`config.mk`:
```
export PLATFORM = sky130hd
export DESIGN_NAME = err_dump_seq
export DESIGN_NICKNAME = d
export VERILOG_FILES = /design/src/rtl/err_dump_pkg.sv /design/src/rtl/err_dump_ctrl.sv /design/src/rtl/err_dump_path.sv /design/src/rtl/err_dump_seq.sv
export SDC_FILE = /design/constraint.sdc
export NUM_CORES = 1
export LEC_CHECK = 0
export ABC_AREA = 1
export BUFFER_PORTS_ARGS = -buffer_cell sky130_fd_sc_hd__buf_2
export CAP_MARGIN = 0
export CORE_MARGIN = 2
export CORE_UTILIZATION = 45
export DETAILED_ROUTE_END_ITERATION = 10
export PLACE_DENSITY = 0.78
export SKIP_CTS_REPAIR_TIMING = 1
export SLEW_MARGIN = 20
export SYNTH_ARGS = -nofsm -noshare
export SYNTH_HDL_FRONTEND = slang
export SYNTH_HIERARCHICAL = 1
export SYNTH_SLANG_ARGS = --single-unit
```
`constraint.sdc`:
```
create_clock -name clk -period 6.4 [get_ports clk]
set_input_delay 1.28 -clock clk [delete_from_list [all_inputs] [get_ports clk]]
set_output_delay 1.28 -clock clk [all_outputs]
set_load 0.01 [all_outputs]
```
`src/rtl/err_dump_pkg.sv`:
```
package err_dump_pkg;
  localparam int WORD_W = 64;
  localparam int IDX_W  = 32;
  localparam int LEN_W  = 15;
  localparam int CNT16  = 16;

  typedef enum logic [3:0] {
    ST_IDLE, ST_PTR, ST_DESC, ST_DUMP, ST_DEMIT,
    ST_MAP, ST_SEL, ST_MBX, ST_MEMIT, ST_DONE
  } seqStateT;

  typedef enum logic [2:0] {
    AS_PTR, AS_DESC, AS_DUMP, AS_MAP, AS_SEL, AS_MBX
  } addrSelT;

  typedef struct packed {
    logic    clrRun;
    logic    ldList;
    logic    ldDesc;
    logic    stepCnt;
    logic    ldMap;
    logic    nextRing;
    logic    nextTrace;
    logic    clrCnt;
    logic    capRec;
    logic    takeRec;
    logic    setOvf;
    addrSelT addrSel;
  } ctlT;

  typedef struct packed {
    logic rdBad;
    logic descEmpty;
    logic dumpLast;
    logic ringLast;
    logic traceLast;
    logic mbxEmpty;
    logic mbxLast;
    logic full;
  } stsT;
endpackage

```
`src/rtl/err_dump_ctrl.sv`:
```
module err_dump_ctrl
  import err_dump_pkg::*;
(
  input  logic clk,
  input  logic rstN,
  input  logic start,
  input  logic busAck,
  input  logic recReady,
  input  stsT  sts,
  output ctlT  ctl,
  output logic busReq,
  output logic busWe,
  output logic recValid,
  output logic busy,
  output logic done
);
  seqStateT st, nxt;

  always_ff @(posedge clk) begin
    if (!rstN) st <= ST_IDLE;
    else       st <= nxt;
  end

  always_comb begin
    logic adv, toTrace, toRing;
    ctl      = '0;
    ctl.addrSel = AS_PTR;
    busReq   = 1'b0;
    busWe    = 1'b0;
    recValid = 1'b0;
    done     = 1'b0;
    nxt      = st;
    adv      = 1'b0;
    toTrace  = 1'b0;
    toRing   = 1'b0;
    case (st)
      ST_IDLE: if (start) begin ctl.clrRun = 1'b1; nxt = ST_PTR; end
      ST_PTR: begin
        busReq = 1'b1; ctl.addrSel = AS_PTR;
        if (busAck) begin
          if (sts.rdBad) nxt = ST_MAP;
          else begin ctl.ldList = 1'b1; nxt = ST_DESC; end
        end
      end
      ST_DESC: begin
        busReq = 1'b1; ctl.addrSel = AS_DESC;
        if (busAck) begin
          if (sts.rdBad) nxt = ST_MAP;
          else begin
            ctl.ldDesc = 1'b1;
            nxt = sts.descEmpty ? ST_DESC : ST_DUMP;
          end
        end
      end
      ST_DUMP: begin
        busReq = 1'b1; ctl.addrSel = AS_DUMP;
        if (busAck) begin ctl.capRec = 1'b1; nxt = ST_DEMIT; end
      end
      ST_MAP: begin
        busReq = 1'b1; ctl.addrSel = AS_MAP;
        if (busAck) begin
          if (sts.rdBad) toRing = 1'b1;
          else begin ctl.ldMap = 1'b1; nxt = ST_SEL; end
        end
      end
      ST_SEL: begin
        busReq = 1'b1; busWe = 1'b1; ctl.addrSel = AS_SEL;
        if (busAck) begin
          ctl.clrCnt = 1'b1;
          if (sts.mbxEmpty) toTrace = 1'b1;
          else nxt = ST_MBX;
        end
      end
      ST_MBX: begin
        busReq = 1'b1; ctl.addrSel = AS_MBX;
        if (busAck) begin ctl.capRec = 1'b1; nxt = ST_MEMIT; end
      end
      ST_DEMIT, ST_MEMIT: begin
        ctl.addrSel = (st == ST_MEMIT) ? AS_MBX : AS_DUMP;
        if (sts.full) begin ctl.setOvf = 1'b1; adv = 1'b1; end
        else begin
          recValid = 1'b1;
          if (recReady) begin ctl.takeRec = 1'b1; adv = 1'b1; end
        end
        if (adv) begin
          ctl.stepCnt = 1'b1;
          if (st == ST_DEMIT) nxt = sts.dumpLast ? ST_DESC : ST_DUMP;
          else if (sts.mbxLast) toTrace = 1'b1;
          else nxt = ST_MBX;
        end
      end
      ST_DONE: begin done = 1'b1; nxt = ST_IDLE; end
      default: nxt = ST_IDLE;
    endcase
    if (toTrace) begin
      if (!sts.traceLast) begin ctl.nextTrace = 1'b1; nxt = ST_SEL; end
      else toRing = 1'b1;
    end
    if (toRing) begin
      if (sts.ringLast) nxt = ST_DONE;
      else begin ctl.nextRing = 1'b1; nxt = ST_MAP; end
    end
  end

  assign busy = (st != ST_IDLE);
endmodule

```
`src/rtl/err_dump_path.sv`:
```
module err_dump_path
  import err_dump_pkg::*;
#(
  parameter int ADDR_W    = 32,
  parameter int MAX_RECS  = 64,
  parameter int NUM_RINGS = 8,
  parameter logic [ADDR_W-1:0] PTR_OFFS = 'h100,
  parameter logic [ADDR_W-1:0] MAP_OFFS = 'h200,
  parameter logic [ADDR_W-1:0] SEL_OFFS = 'h300,
  parameter logic [ADDR_W-1:0] MBX_OFFS = 'h308,
  localparam int CNT_W  = $clog2(MAX_RECS + 1),
  localparam int RING_W = $clog2(NUM_RINGS)
) (
  input  logic               clk,
  input  logic               rstN,
  input  ctlT                ctl,
  input  logic [ADDR_W-1:0]  unitBase,
  input  logic [WORD_W-1:0]  busRdata,
  output logic [ADDR_W-1:0]  busAddr,
  output logic [WORD_W-1:0]  busWdata,
  output logic [ADDR_W-1:0]  recAddr,
  output logic [IDX_W-1:0]   recIdx,
  output logic [WORD_W-1:0]  recData,
  output logic [CNT_W-1:0]   recCount,
  output logic               overflow,
  output stsT                sts
);
  logic [ADDR_W-1:0] listAddr, dumpAddr;
  logic [LEN_W-1:0]  dumpLen;
  logic              dumpRep;
  logic [CNT16-1:0]  idxCnt;
  logic [RING_W-1:0] ringNo;
  logic [7:0]        traceNo, trapTot, traceTot;
  logic [CNT16-1:0]  entryTot, mbxTot;
  logic [LEN_W-1:0]  descLen;
  logic [RING_W+7:0] selVal;

  assign descLen  = busRdata[39] ? busRdata[38:24] : {3'b000, busRdata[38:27]};
  assign selVal   = {ringNo, traceNo};
  assign mbxTot   = (traceNo == 8'd0) ? {8'd0, trapTot} : entryTot;
  assign busWdata = WORD_W'(selVal);

  always_comb begin
    case (ctl.addrSel)
      AS_PTR:  busAddr = unitBase | PTR_OFFS;
      AS_DESC: busAddr = listAddr;
      AS_DUMP: busAddr = dumpAddr;
      AS_MAP:  busAddr = unitBase | (MAP_OFFS + ADDR_W'({ringNo, 3'b000}));
      AS_SEL:  busAddr = unitBase | SEL_OFFS;
      default: busAddr = unitBase | MBX_OFFS;
    endcase
  end

  always_comb begin
    sts.rdBad     = (busRdata == '0) || (&busRdata);
    sts.descEmpty = (descLen == '0);
    sts.dumpLast  = ({1'b0, idxCnt} + 17'd1) == 17'(dumpLen);
    sts.ringLast  = (ringNo == RING_W'(NUM_RINGS - 1));
    sts.traceLast = (traceNo == traceTot);
    sts.mbxEmpty  = (mbxTot == '0);
    sts.mbxLast   = ({1'b0, idxCnt} + 17'd1) == {1'b0, mbxTot};
    sts.full      = (recCount == CNT_W'(MAX_RECS));
  end

  always_ff @(posedge clk) begin
    if (!rstN) begin
      listAddr <= '0; dumpAddr <= '0; dumpLen <= '0; dumpRep <= 1'b0;
      idxCnt <= '0; ringNo <= '0; traceNo <= '0; trapTot <= '0;
      traceTot <= '0; entryTot <= '0; recAddr <= '0; recIdx <= '0;
      recData <= '0; recCount <= '0; overflow <= 1'b0;
    end else begin
      if (ctl.clrRun) begin
        ringNo <= '0; recCount <= '0; overflow <= 1'b0;
      end
      if (ctl.ldList) listAddr <= unitBase | busRdata[ADDR_W-1:0];
      if (ctl.ldDesc) begin
        listAddr <= listAddr + ADDR_W'(8);
        dumpAddr <= unitBase | ADDR_W'(busRdata[23:0]);
        dumpLen  <= descLen;
        dumpRep  <= busRdata[39];
        idxCnt   <= '0;
      end
      if (ctl.stepCnt) begin
        idxCnt <= idxCnt + 1'b1;
        if (!dumpRep) dumpAddr <= dumpAddr + ADDR_W'(8);
      end
      if (ctl.clrCnt) idxCnt <= '0;
      if (ctl.ldMap) begin
        trapTot  <= busRdata[31:24];
        traceTot <= busRdata[23:16];
        entryTot <= busRdata[15:0];
        traceNo  <= '0;
      end
      if (ctl.nextTrace) traceNo <= traceNo + 1'b1;
      if (ctl.nextRing)  ringNo <= ringNo + 1'b1;
      if (ctl.capRec) begin
        recAddr <= busAddr;
        recData <= busRdata;
        if (ctl.addrSel == AS_MBX) recIdx <= IDX_W'({selVal, idxCnt});
        else if (dumpRep)          recIdx <= IDX_W'(idxCnt);
        else                       recIdx <= '0;
      end
      if (ctl.takeRec) recCount <= recCount + 1'b1;
      if (ctl.setOvf)  overflow <= 1'b1;
    end
  end
endmodule

```
`src/rtl/err_dump_seq.sv`:
```
module err_dump_seq
  import err_dump_pkg::*;
#(
  parameter int ADDR_W    = 32,
  parameter int MAX_RECS  = 64,
  parameter int NUM_RINGS = 8,
  parameter logic [ADDR_W-1:0] PTR_OFFS = 'h100,
  parameter logic [ADDR_W-1:0] MAP_OFFS = 'h200,
  parameter logic [ADDR_W-1:0] SEL_OFFS = 'h300,
  parameter logic [ADDR_W-1:0] MBX_OFFS = 'h308
) (
  input  logic                         clk,
  input  logic                         rstN,
  input  logic                         start,
  input  logic [ADDR_W-1:0]            unitBase,
  output logic                         busReq,
  output logic                         busWe,
  output logic [ADDR_W-1:0]            busAddr,
  output logic [63:0]                  busWdata,
  input  logic                         busAck,
  input  logic [63:0]                  busRdata,
  output logic                         recValid,
  input  logic                         recReady,
  output logic [ADDR_W-1:0]            recAddr,
  output logic [31:0]                  recIdx,
  output logic [63:0]                  recData,
  output logic [$clog2(MAX_RECS+1)-1:0] recCount,
  output logic                         overflow,
  output logic                         busy,
  output logic                         done
);
  ctlT ctl;
  stsT sts;

  err_dump_ctrl uCtrl (
    .clk(clk), .rstN(rstN), .start(start), .busAck(busAck),
    .recReady(recReady), .sts(sts), .ctl(ctl), .busReq(busReq),
    .busWe(busWe), .recValid(recValid), .busy(busy), .done(done)
  );

  err_dump_path #(
    .ADDR_W(ADDR_W), .MAX_RECS(MAX_RECS), .NUM_RINGS(NUM_RINGS),
    .PTR_OFFS(PTR_OFFS), .MAP_OFFS(MAP_OFFS),
    .SEL_OFFS(SEL_OFFS), .MBX_OFFS(MBX_OFFS)
  ) uPath (
    .clk(clk), .rstN(rstN), .ctl(ctl), .unitBase(unitBase),
    .busRdata(busRdata), .busAddr(busAddr), .busWdata(busWdata),
    .recAddr(recAddr), .recIdx(recIdx), .recData(recData),
    .recCount(recCount), .overflow(overflow), .sts(sts)
  );
endmodule

```
==> flow_summary.toml, run 1 <==
[yosys]
yosysWarnings = 6
synthTopCellsByArea = "dfxtp_1, nand2_1, o21ai_0"
synth_area_sq_um = 15300
synth-edff-count = 0
synth-main-ff-cell = "dfxtp_1"
synthTopCellsByCount = "nand2_1, inv_1, o21ai_0"
ys_ff_latch = 274
synth_top_area_cell = "dfxtp_1"
postSynth.asyncResetShare_pct = 0
synth_cell_types = 48
netlist_instances = 2322
netlist.area_leader.share_pct = 35.8
avgSynthCellArea_sq_um = 6.60
yosysSeqAreaShare_pct = 35.8
synth.most_common_cell = "nand2_1"

[pwr]
powerDensity_nw_per_um2 = 232
ir_drop_mv = 0.218
power_mw = 4.15
power_leakage_nw = 8.29

[layout]
drive_gt1_share_pct = 16.7
syn2layout_area_growth_pct = 16.4
nets = 2652
fillers = 3406

[place]
port_buffers = 279
gp_congestion = 0.982
dp_hpwl_um = 42100

[die]
io_pins = 338
die_height_um = 189
die_w_um = 189
start_util_pct = 45.7
rows = 67
die_area_sq_um = 35600
placeableCoreArea_sq_um = 33500

[setup_path]
crit_family = "buffers and inverters"
end_kind = "output pin"
critPathMaxFanout = 24
path_buf_inv = 5
required_ps = 5120
cp-start-kind = "flip-flop"
crit_slowest_cell = "o21ai_0"
worstPathCellList = "inv_2 > nand2_2 > o21ai_0 > nor3_1 > buf_4 > inv_2 > nand2_4 > inv_2 > nand2_1 > o221ai_2 > buf_2"
critPathMostFrequentCell = "inv_2"
critical_path_class = "flip-flop to output pin"
arrival_ps = 4030
cpPeakStageDelay_ps = 700

[global_route]
grt_pass1_vias = 15364
grt.overflow.total = 0
antenna_found_initial = 2
track_usage_pct = 30.5
grt_pass1_wl_um = 86900
grt_start_max_net_pins = 112

[cts]
clk_latency_ps = 580
numCtsBuffers = 31
clk_pin_slew_ps = 60
htreeDepth = 1
clock-sinks = 274
cts-root-buf = "clkbuf_16"
cts_tree = "built"
cts_max_path_buffers = 3

[drt]
dr.pass1.iters = 6
wirelength_um = 56100
viasPerCell = 5.55
drc = 0
drt_iter0_markers = 1572
dr_total_vias = 16756
wl_per_cell_um = 18.6
ant_nets = 0

[sta]
max_slew_margin_pct = 19.9
finalSetupTns_ps = 0
max_freq_ghz = 0.188
hold_violations = 0
hold_slack_ps = 482
fin_crit_ps = 5310
drv_slew = 0
tightestPinTransition_ps = 1200
rsz0062_at_grt = "no"
setup_viol = 0
period_share_pct = 83.0
skew_ps = 17.0

[run]
maxCapViolations = 0

[run_status]
status = "finished clean"

[worst_hold_path]
hold_path_class = "flip-flop to flip-flop"
[stage by stage]
stage | instances | utilization (%) | area [sq um] | worst slack, ps
finish | 3018 | 53.2 | 17800 | 1090
global route | 3015 | 53.2 | 17800 | 964
CTS | 3015 | 53.2 | 17800 | 1190
detailed placement | 2957 | 50.0 | 16800 | 1480
global placement | 2957 | 49.9 | 16700 | 1360
floorplan | 2379 | - | 15500 | 3130
[cells in the final DEF (no fill, tap or decap), drive strengths merged, types with 2 or more instances in the layout]
cell	instances
ha	9
a22oi	3
buf	293
nand4	57
diode	3
nand3b	4
a31oi	24
o22ai	3
o31ai	5
o21a	2
bufinv	5
xor2	19
o221ai	24
dfxtp	274
nor4	23
a21boi	2
nand3	107
o21ai	282
clkbuf	39
clkinv	10
a211oi	9
nand2	431
or2	15
clkinvlp	2
nor2	290
inv	319
o211ai	31
conb	58
a221oi	3
nor3	34
xnor2	8
nor3b	2
a21oi	178
[sequential cells by signal (all words and copies together) (netlist names)]
name	count
uPath/recData	64
uPath/dumpAddr	32
uPath/listAddr	32
uPath/recAddr	32
uPath/recIdx	27
uPath/entryTot	16
uPath/idxCnt	16
uPath/dumpLen	15
uPath/traceNo	8
uPath/traceTot	8
uPath/trapTot	8
uPath/recCount	7
uCtrl/st	4
uPath/ringNo	3
uPath/dumpRep	1
uPath/overflow	1
[worst register-to-register path: stages, from the launching register on]
cell and delay (ps):
dfxtp_1 390, inv_1 110, ha_1 200, nand2_1 70, nor2_1 100, nand2_1 430
nand2_1 300, o21ai_0 170, a21oi_1 190, nand4_1 110, nor3_1 410, nand4_1 160
nand2_1 150, nand2_1 90, inv_1 290, nand2_1 180, nor3_1 230, nand2_1 110
a21oi_1 140, o21a_1 130
[power breakdown]
| part | internal (mW) | switching (mW) | total (mW) |
|---|---|---|---|
| logic | 0.134 | 0.321 | 0.455 |
| clock network | 1.13 | 0.771 | 1.90 |
| registers | 1.75 | 0.0400 | 1.79 |
[cells by family after synthesis]
logic type      share of synthesized area (%)
fa+ha+maj                               0.735
compound gates                           20.8
xor+xnor                                 1.64
other cells                            0.0245
simple gates                             27.5
buf+inv                                  13.5
flops                                    35.8
[path summary, 6_finish.rpt]
kind / startpoint / end / slack, ps / cells past startpoint
max reg2reg: uPath/traceNo[1]$_SDFFE_PN0P_ / uPath/traceNo[6]$_SDFFE_PN0P_ / 2400 / 19
max: uCtrl/st[3]$_SDFF_PN0_ / busAddr[31] / 1090 / 11
min: uPath/recIdx[11]$_SDFFE_PN0P_ / uPath/recIdx[11]$_SDFFE_PN0P_ / 480 / 2
min reg2reg: uPath/recIdx[11]$_SDFFE_PN0P_ / uPath/recIdx[11]$_SDFFE_PN0P_ / 480 / 2
[per-layer routing]
| layer | GRT usage, % | share of wire, % |
|---|---|---|
| met1 | 41.3 | 42 |
| met2 | 48.8 | 44 |
| met3 | 6.22 | 11 |
| met4 | 9.25 | 3.0 |
| met5 | 0 | 0.030 |
[layout make-up]
class	count	area, sq um	share of cell area [%]
multi-input cells	1625	8010	44.9
flip-flops and latches	274	5490	30.7
repair buffers	293	1500	8.43
inverters	317	1190	6.67
clock buffers	39	836	4.68
well taps	448	561	3.14
clock inverters	19	248	1.39
diodes	3	7.51	0.0421
No activity file was read; power rests on OpenSTA's default activity.
==> run 2: changes to the inputs <==
--- a/config.mk
+++ b/config.mk
@@ -5,13 +5,13 @@
 export SDC_FILE = /design/constraint.sdc
 export NUM_CORES = 1
 export LEC_CHECK = 0
-export ABC_AREA = 1
+export ABC_AREA = 0
 export BUFFER_PORTS_ARGS = -buffer_cell sky130_fd_sc_hd__buf_2
 export CAP_MARGIN = 0
 export CORE_MARGIN = 2
 export CORE_UTILIZATION = 45
 export DETAILED_ROUTE_END_ITERATION = 10
-export PLACE_DENSITY = 0.78
+export PLACE_DENSITY = 0.81
 export SKIP_CTS_REPAIR_TIMING = 1
 export SLEW_MARGIN = 20
 export SYNTH_ARGS = -nofsm -noshare
==> constraint.sdc (replaced) <==
create_clock -name clk -period 4.6 [get_ports clk]
set_input_delay 0.92 -clock clk [delete_from_list [all_inputs] [get_ports clk]]
set_output_delay 0.92 -clock clk [all_outputs]
set_load 0.01 [all_outputs]
==> flow_summary.toml, run 2 <==
[setup_path]
critical_path_class = "flip-flop to output pin"
crit-reg2reg-launch = "uPath/idxCnt[1]$_SDFFE_PP0P_"
critPathMostFrequentCell = "buf_4"
crit_slowest_cell = "nor2b_2"
r2r_end = "uPath/traceNo[7]$_SDFFE_PN0P_"
crit_family = "buffers and inverters"
arrival_ps = 3550
crit_cells = 8
end_kind = "output pin"
critPathMaxFanout = 14
cpPeakStageDelay_ps = 680
cp-start-kind = "flip-flop"
worstPathCellList = "xnor2_1 > o31ai_1 > buf_4 > nor2b_2 > buf_4 > a22oi_1 > o21ai_0 > buf_2"
required_ps = 3680
rrSetupSlack_ps = 490
reg2regPathDepth = 17
worstSetupStartpoint = "uCtrl/st[1]$_SDFF_PP0_"
path_buf_inv = 3

[layout]
mostFrequentLayoutCells = "nor2_1, buf_2, dfxtp_1"
drive_gt1_share_pct = 21.6
largest_register_ff_count = 64
syn2layout_area_growth_pct = 18.4
top_register = "uPath/recData"
fin_cells = 2459
antenna_cells = 0
final_common_cell = "nor2_1"
nets = 2103

[cts]
cts-root-buf = "clkbuf_16"
cts_tree = "built"
cts_max_path_buffers = 3
htreeDepth = 1
clk_pin_slew_ps = 60
clk_latency_ps = 570
numCtsBuffers = 31
clock-sinks = 274

[yosys]
synthTopCellsByCount = "nor2_1, dfxtp_1, mux2i_1"
synthTopCellsByArea = "dfxtp_1, mux2i_1, nor2_1"
postSynth.asyncResetShare_pct = 0
synth-edff-count = 0
netlist_instances = 1760
ys_ff_latch = 274
synth_area_sq_um = 14700
synth.most_common_cell = "nor2_1"
synth_cell_types = 90
avgSynthCellArea_sq_um = 8.33
synth-main-ff-cell = "dfxtp_1"
synth_top_area_cell = "dfxtp_1"
netlist.area_leader.share_pct = 37.4
yosysSeqAreaShare_pct = 37.4
yosysWarnings = 6

[place]
port_buffers = 279
dp_hpwl_um = 34800
gp_congestion = 0.990
dp_cells = 2402

[worst_hold_path]
hold_path_class = "flip-flop to flip-flop"
hold-path-cell-count = 2
worstHoldStart = "uPath/recData[33]$_SDFFE_PN0P_"
worstHoldEndpoint = "uPath/recData[33]$_SDFFE_PN0P_"

[pwr]
switching_power_mw = 1.51
powerDensity_nw_per_um2 = 333
switching_share_pct = 26.1
pwr-share-clk_pct = 46.7
power_leakage_nw = 6.92
pwr-share-seq_pct = 43.0
power.internal_mw = 4.28
power_mw = 5.79
pwr-share-comb_pct = 10.2
ir_drop_mv = 0.314

[sta]
skew_ps = 25.2
max_slew_margin_pct = 27.1
finalSetupTns_ps = 0
drv_slew = 0
tightestPinTransition_ps = 1090
hold_violations = 0
max_freq_ghz = 0.224
rsz0062_at_grt = "no"
period_share_pct = 97.1
setup_viol = 0
fin_crit_ps = 4470

[global_route]
grt_pass1_wl_um = 73900
track_usage_pct = 27.1
antenna_found_initial = 0
grt.overflow.total = 0
grt_pass1_vias = 13303
grt_start_max_net_pins = 128

[drt]
viasPerCell = 5.81
ant_nets = 0
drt_iter0_markers = 1658
dr.pass1.iters = 5
wl_per_cell_um = 19.5
drc = 0
wirelength_um = 47900
dr_total_vias = 14299

[die]
start_util_pct = 45.4
die_area_sq_um = 34000
io_pins = 338
placeableCoreArea_sq_um = 32300
die_height_um = 184
die_w_um = 184
rows = 66

[run]
maxCapViolations = 0

[run_status]
status = "finished clean"
[run 2: cell types whose count changed in the layout (fill, tap and decap cells not counted), moves of 34 or more]
cell,delta
a211oi_1,+47
a21oi_1,-60
inv_1,-276
mux2i_1,+146
nand2_1,-346
nand3_1,-55
nor2_1,+49
nor2b_1,+34
o21ai_0,-205
xnor2_1,+34
[run 2: metrics by stage]
step | hold WS [ps] | setup slack [ps] | utilization (%) | instance area, sq um
finish | 487 | 134 | 53.8 | 17400
detailed placement | 475 | 156 | 50.3 | 16200
CTS | 489 | 149 | 53.8 | 17400
global route | 501 | 52.1 | 53.8 | 17400
floorplan | 453 | 675 | - | 14900
global placement | 462 | 313 | 50.3 | 16200
[run 2: area by class of cell]
class                           instances  area, sq um
Sequential cell                       274         5490
Fill cell                            2947        14900
Multi-Input combinational cell       1335         8340
Tap cell                              442          553
Inverter                               28          110
Clock inverter                         20          273
Timing Repair Buffer                  323         1750
Clock buffer                           37          848
[run 2: worst max-delay path by stage]
stage	endpoint	slack [ps]
2_1_floorplan	uPath/dumpLen[4]$_SDFFE_PN0P_	680
3_3_place_gp	uPath/dumpAddr[14]$_SDFF_PN0_	310
3_5_place_dp	uPath/dumpAddr[22]$_SDFF_PN0_	160
4_1_cts	busAddr[31]	150
5_1_grt	busAddr[31]	50
6_report	busAddr[28]	130
[run 2: power groups by stage]
stage          sequential (mW)  clock, mW  combinational (mW)
2_1_floorplan             2.52          0               0.378
4_1_cts                   2.49       2.73               0.579
3_5_place_dp              2.54          0               0.575
3_3_place_gp              2.54          0               0.563
6_report                  2.49       2.71               0.591
5_1_grt                   2.50       2.83               0.644
[run 2: per-layer routing]
layer  share of wire, %  wire, um  up-vias  global-route usage, %
li1                   -         -     6603                      -
met1                 41     19500     6804                   35.0
met4                4.9      2340        0                   13.7
met3                8.3      3980      141                   4.47
met2                 46     22100      751                   43.8
met5                  0         0        -                      0
[run 2: cells by family (layout without fill, tap and decap cells)]
logic type               count (synthesis)  after routing  synth area share, %
flip-flops                             274            274                 37.4
AND/OR/NAND/NOR                        694            694                 23.9
adder cells (fa/ha/maj)                  9              9                0.768
buffers and inverters                  208            408                 7.49
multiplexers                           152            152                 10.4
XOR/XNOR                                66             66                 4.67
AO/OA/AOI/OAI                          356            356                 15.3
other                                    1             58               0.0256
[run 2: worst reg2reg max path, stage by stage, from the launching register on]
cell       delay (ps)
dfxtp_1           420
ha_1              350
nand2_1           210
nor4_4            550
xor2_2            230
and4bb_1          210
o21ai_1            90
a2111oi_2         430
buf_4             200
and4b_4           270
a21oi_2            50
nor2_1            210
and3_1            200
and4_1            230
nand3_1           100
nand3_1           110
o21a_1            120
nor2_1             30
==> run 3: changes to the inputs <==
--- a/config.mk
+++ b/config.mk
@@ -8,7 +8,7 @@
 export ABC_AREA = 0
 export BUFFER_PORTS_ARGS = -buffer_cell sky130_fd_sc_hd__buf_2
 export CAP_MARGIN = 0
-export CORE_MARGIN = 2
+export CORE_MARGIN = 3
 export CORE_UTILIZATION = 45
 export DETAILED_ROUTE_END_ITERATION = 10
 export PLACE_DENSITY = 0.81
@@ -16,5 +16,4 @@
 export SLEW_MARGIN = 20
 export SYNTH_ARGS = -nofsm -noshare
 export SYNTH_HDL_FRONTEND = slang
-export SYNTH_HIERARCHICAL = 1
 export SYNTH_SLANG_ARGS = --single-unit
==> flow_summary.toml, run 3 <==
[setup_path]
critPathMostFrequentCell = "nor2_1"
rrSetupSlack_ps = 1060
path_buf_inv = 3
critical_path_class = "flip-flop to output pin"
r2r_end = "uPath.dumpAddr[19]$_SDFF_PN0_"
cpPeakStageDelay_ps = 840
cp-start-kind = "flip-flop"
worstPathCellList = "nand2b_1 > nor2_1 > a21oi_1 > nor2_1 > buf_4 > a222oi_1 > inv_1 > buf_2"
required_ps = 3680
critPathMaxFanout = 29
crit-reg2reg-launch = "uCtrl.st[3]$_SDFF_PN0_"
reg2regPathDepth = 8
worstSetupStartpoint = "uCtrl.st[0]$_SDFF_PN0_"
arrival_ps = 3130
crit_family = "flip-flops"
crit_slowest_cell = "dfxtp_1"
end_kind = "output pin"

[sta]
setup_ws_ps = 553
period_share_pct = 88.0
max_freq_ghz = 0.247
drv_slew = 0
max_slew_margin_pct = 26.5
hold_violations = 0
tightestPinTransition_ps = 1100
rsz0062_at_grt = "no"
setup_viol = 0
hold_slack_ps = 452
finalSetupTns_ps = 0
fin_crit_ps = 4050
skew_ps = 18.6

[cts]
cts_tree = "built"
clk_pin_slew_ps = 60
htreeDepth = 1
numCtsBuffers = 30
cts_max_path_buffers = 3
cts-root-buf = "clkbuf_16"
clock-sinks = 274
clk_latency_ps = 560

[yosys]
postSynth.asyncResetShare_pct = 0
synthTopCellsByArea = "dfxtp_1, a21oi_1, nand2_1"
yosysWarnings = 0
synthTopCellsByCount = "dfxtp_1, nand2_1, nor2_1"
synth_area_sq_um = 14600
synth_cell_types = 86
ys_ff_latch = 274
synth_top_area_cell = "dfxtp_1"
synth-edff-count = 0
synth.most_common_cell = "dfxtp_1"
synth-main-ff-cell = "dfxtp_1"
yosysSeqAreaShare_pct = 37.7
netlist_instances = 1860
netlist.area_leader.share_pct = 37.7
avgSynthCellArea_sq_um = 7.82

[worst_hold_path]
hold-path-cell-count = 2
worstHoldEndpoint = "uPath.recData[60]$_SDFFE_PN0P_"
hold_path_class = "flip-flop to flip-flop"
worstHoldStart = "uPath.recData[60]$_SDFFE_PN0P_"

[layout]
mostFrequentLayoutCells = "buf_2, dfxtp_1, nand2_1"
nets = 2177
top_register = "uPath.recData"
final_common_cell = "buf_2"
largest_register_ff_count = 64
syn2layout_area_growth_pct = 17.0
drive_gt1_share_pct = 18.6
utilization_pct = 53.7

[run_status]
status = "finished clean"

[die]
io_pins = 338
start_util_pct = 45.9
rows = 65
die_height_um = 186
die_area_sq_um = 34500
die_w_um = 186
placeableCoreArea_sq_um = 31700

[drt]
drt_iter0_markers = 2094
drc = 0
wl_per_cell_um = 20.4
wirelength_um = 50900
viasPerCell = 6.16
ant_nets = 0
dr_total_vias = 15359
dr.pass1.iters = 7

[global_route]
track_usage_pct = 27.9
grt_pass1_wl_um = 77700
grt.overflow.total = 0
antenna_found_initial = 1
grt_start_max_net_pins = 123
grt_pass1_vias = 14059

[place]
gp_congestion = 0.980
dp_hpwl_um = 36000
place_ws_ps = 618
port_buffers = 279

[pwr]
ir_drop_mv = 0.253
powerDensity_nw_per_um2 = 338
power_leakage_nw = 6.92

[run]
maxCapViolations = 0
==> run 3: cell count changes after synthesis, sizes merged, moves of 18 or more <==
cell    before  now
nand2       70  222
a21oi      118  168
mux2i      146   50
a222oi       0   27
inv         26   51
o211a        3   22
nor3        25   43
nor2       330  217
xnor2       42   24
o21ai       80  111
a211oi      57   36
==> run 3: metrics by stage <==
stage	cell area, sq um	total power, mW	std cells
finish	17000	5.75	2493
global route	17000	5.93	2493
CTS	17000	5.75	2492
detailed placement	16000	3.20	2437
global placement	16000	3.18	2437
floorplan	14800	2.95	1917
==> run 3: how the worst max path moves through the flow <==
| stage | to | cells after the start |
|---|---|---|
| 2_1_floorplan | uPath.traceNo[2]$_SDFFE_PN0P_ | 12 |
| 3_3_place_gp | uPath.traceNo[2]$_SDFFE_PN0P_ | 11 |
| 3_5_place_dp | uPath.traceNo[2]$_SDFFE_PN0P_ | 11 |
| 4_1_cts | busAddr[1] | 6 |
| 5_1_grt | busAddr[1] | 8 |
| 6_report | busAddr[0] | 8 |
==> run 3: report_power, final <==
group / switching, mW / internal, mW / total (mW)
Combinational: 0.436 / 0.216 / 0.652
Clock: 1.01 / 1.56 / 2.57
Sequential: 0.0826 / 2.44 / 2.52
Total: 1.53 / 4.22 / 5.75
==> run 3: layout make-up <==
class | instances | area (sq um)
inverters | 52 | 200
well taps | 402 | 503
clock inverters | 14 | 213
fillers | 2957 | 14700
repair buffers | 305 | 1600
diodes | 1 | 2.50
clock buffers | 41 | 842
multi-input cells | 1404 | 8170
flip-flops and latches | 274 | 5490
==> run 3: cell families after synthesis <==
| logic type | Yosys count | share of synthesized area [%] |
|---|---|---|
| AO/OA/AOI/OAI | 500 | 22.2 |
| XOR/XNOR | 40 | 2.88 |
| adder cells (fa/ha/maj) | 9 | 0.774 |
| buffers and inverters | 239 | 7.90 |
| flip-flops | 274 | 37.7 |
| multiplexers | 51 | 3.52 |
| other | 1 | 0.0258 |
| AND/OR/NAND/NOR | 746 | 25.0 |
==> run 3: metal layers <==
metal  wire (um)  vias up  global-route usage [%]  share of wire, %
li1            -     7007                       -                 -
met1       19900     7163                    36.6                39
met2       23400     1014                    44.8                46
met3        5230      175                    5.67                10
met4        2430        0                    12.3               4.8
met5           0        -                       0                 0
==> run 3: worst register-to-register path, cell delays in order, from the launching register on <==
cell and delay, ps:
dfxtp_1 880, nand2b_1 350, a21oi_1 300, o21ai_1 160, or2_2 560, nand2_1 550
o21ai_0 210, a221oi_1 320, nor2_1 70
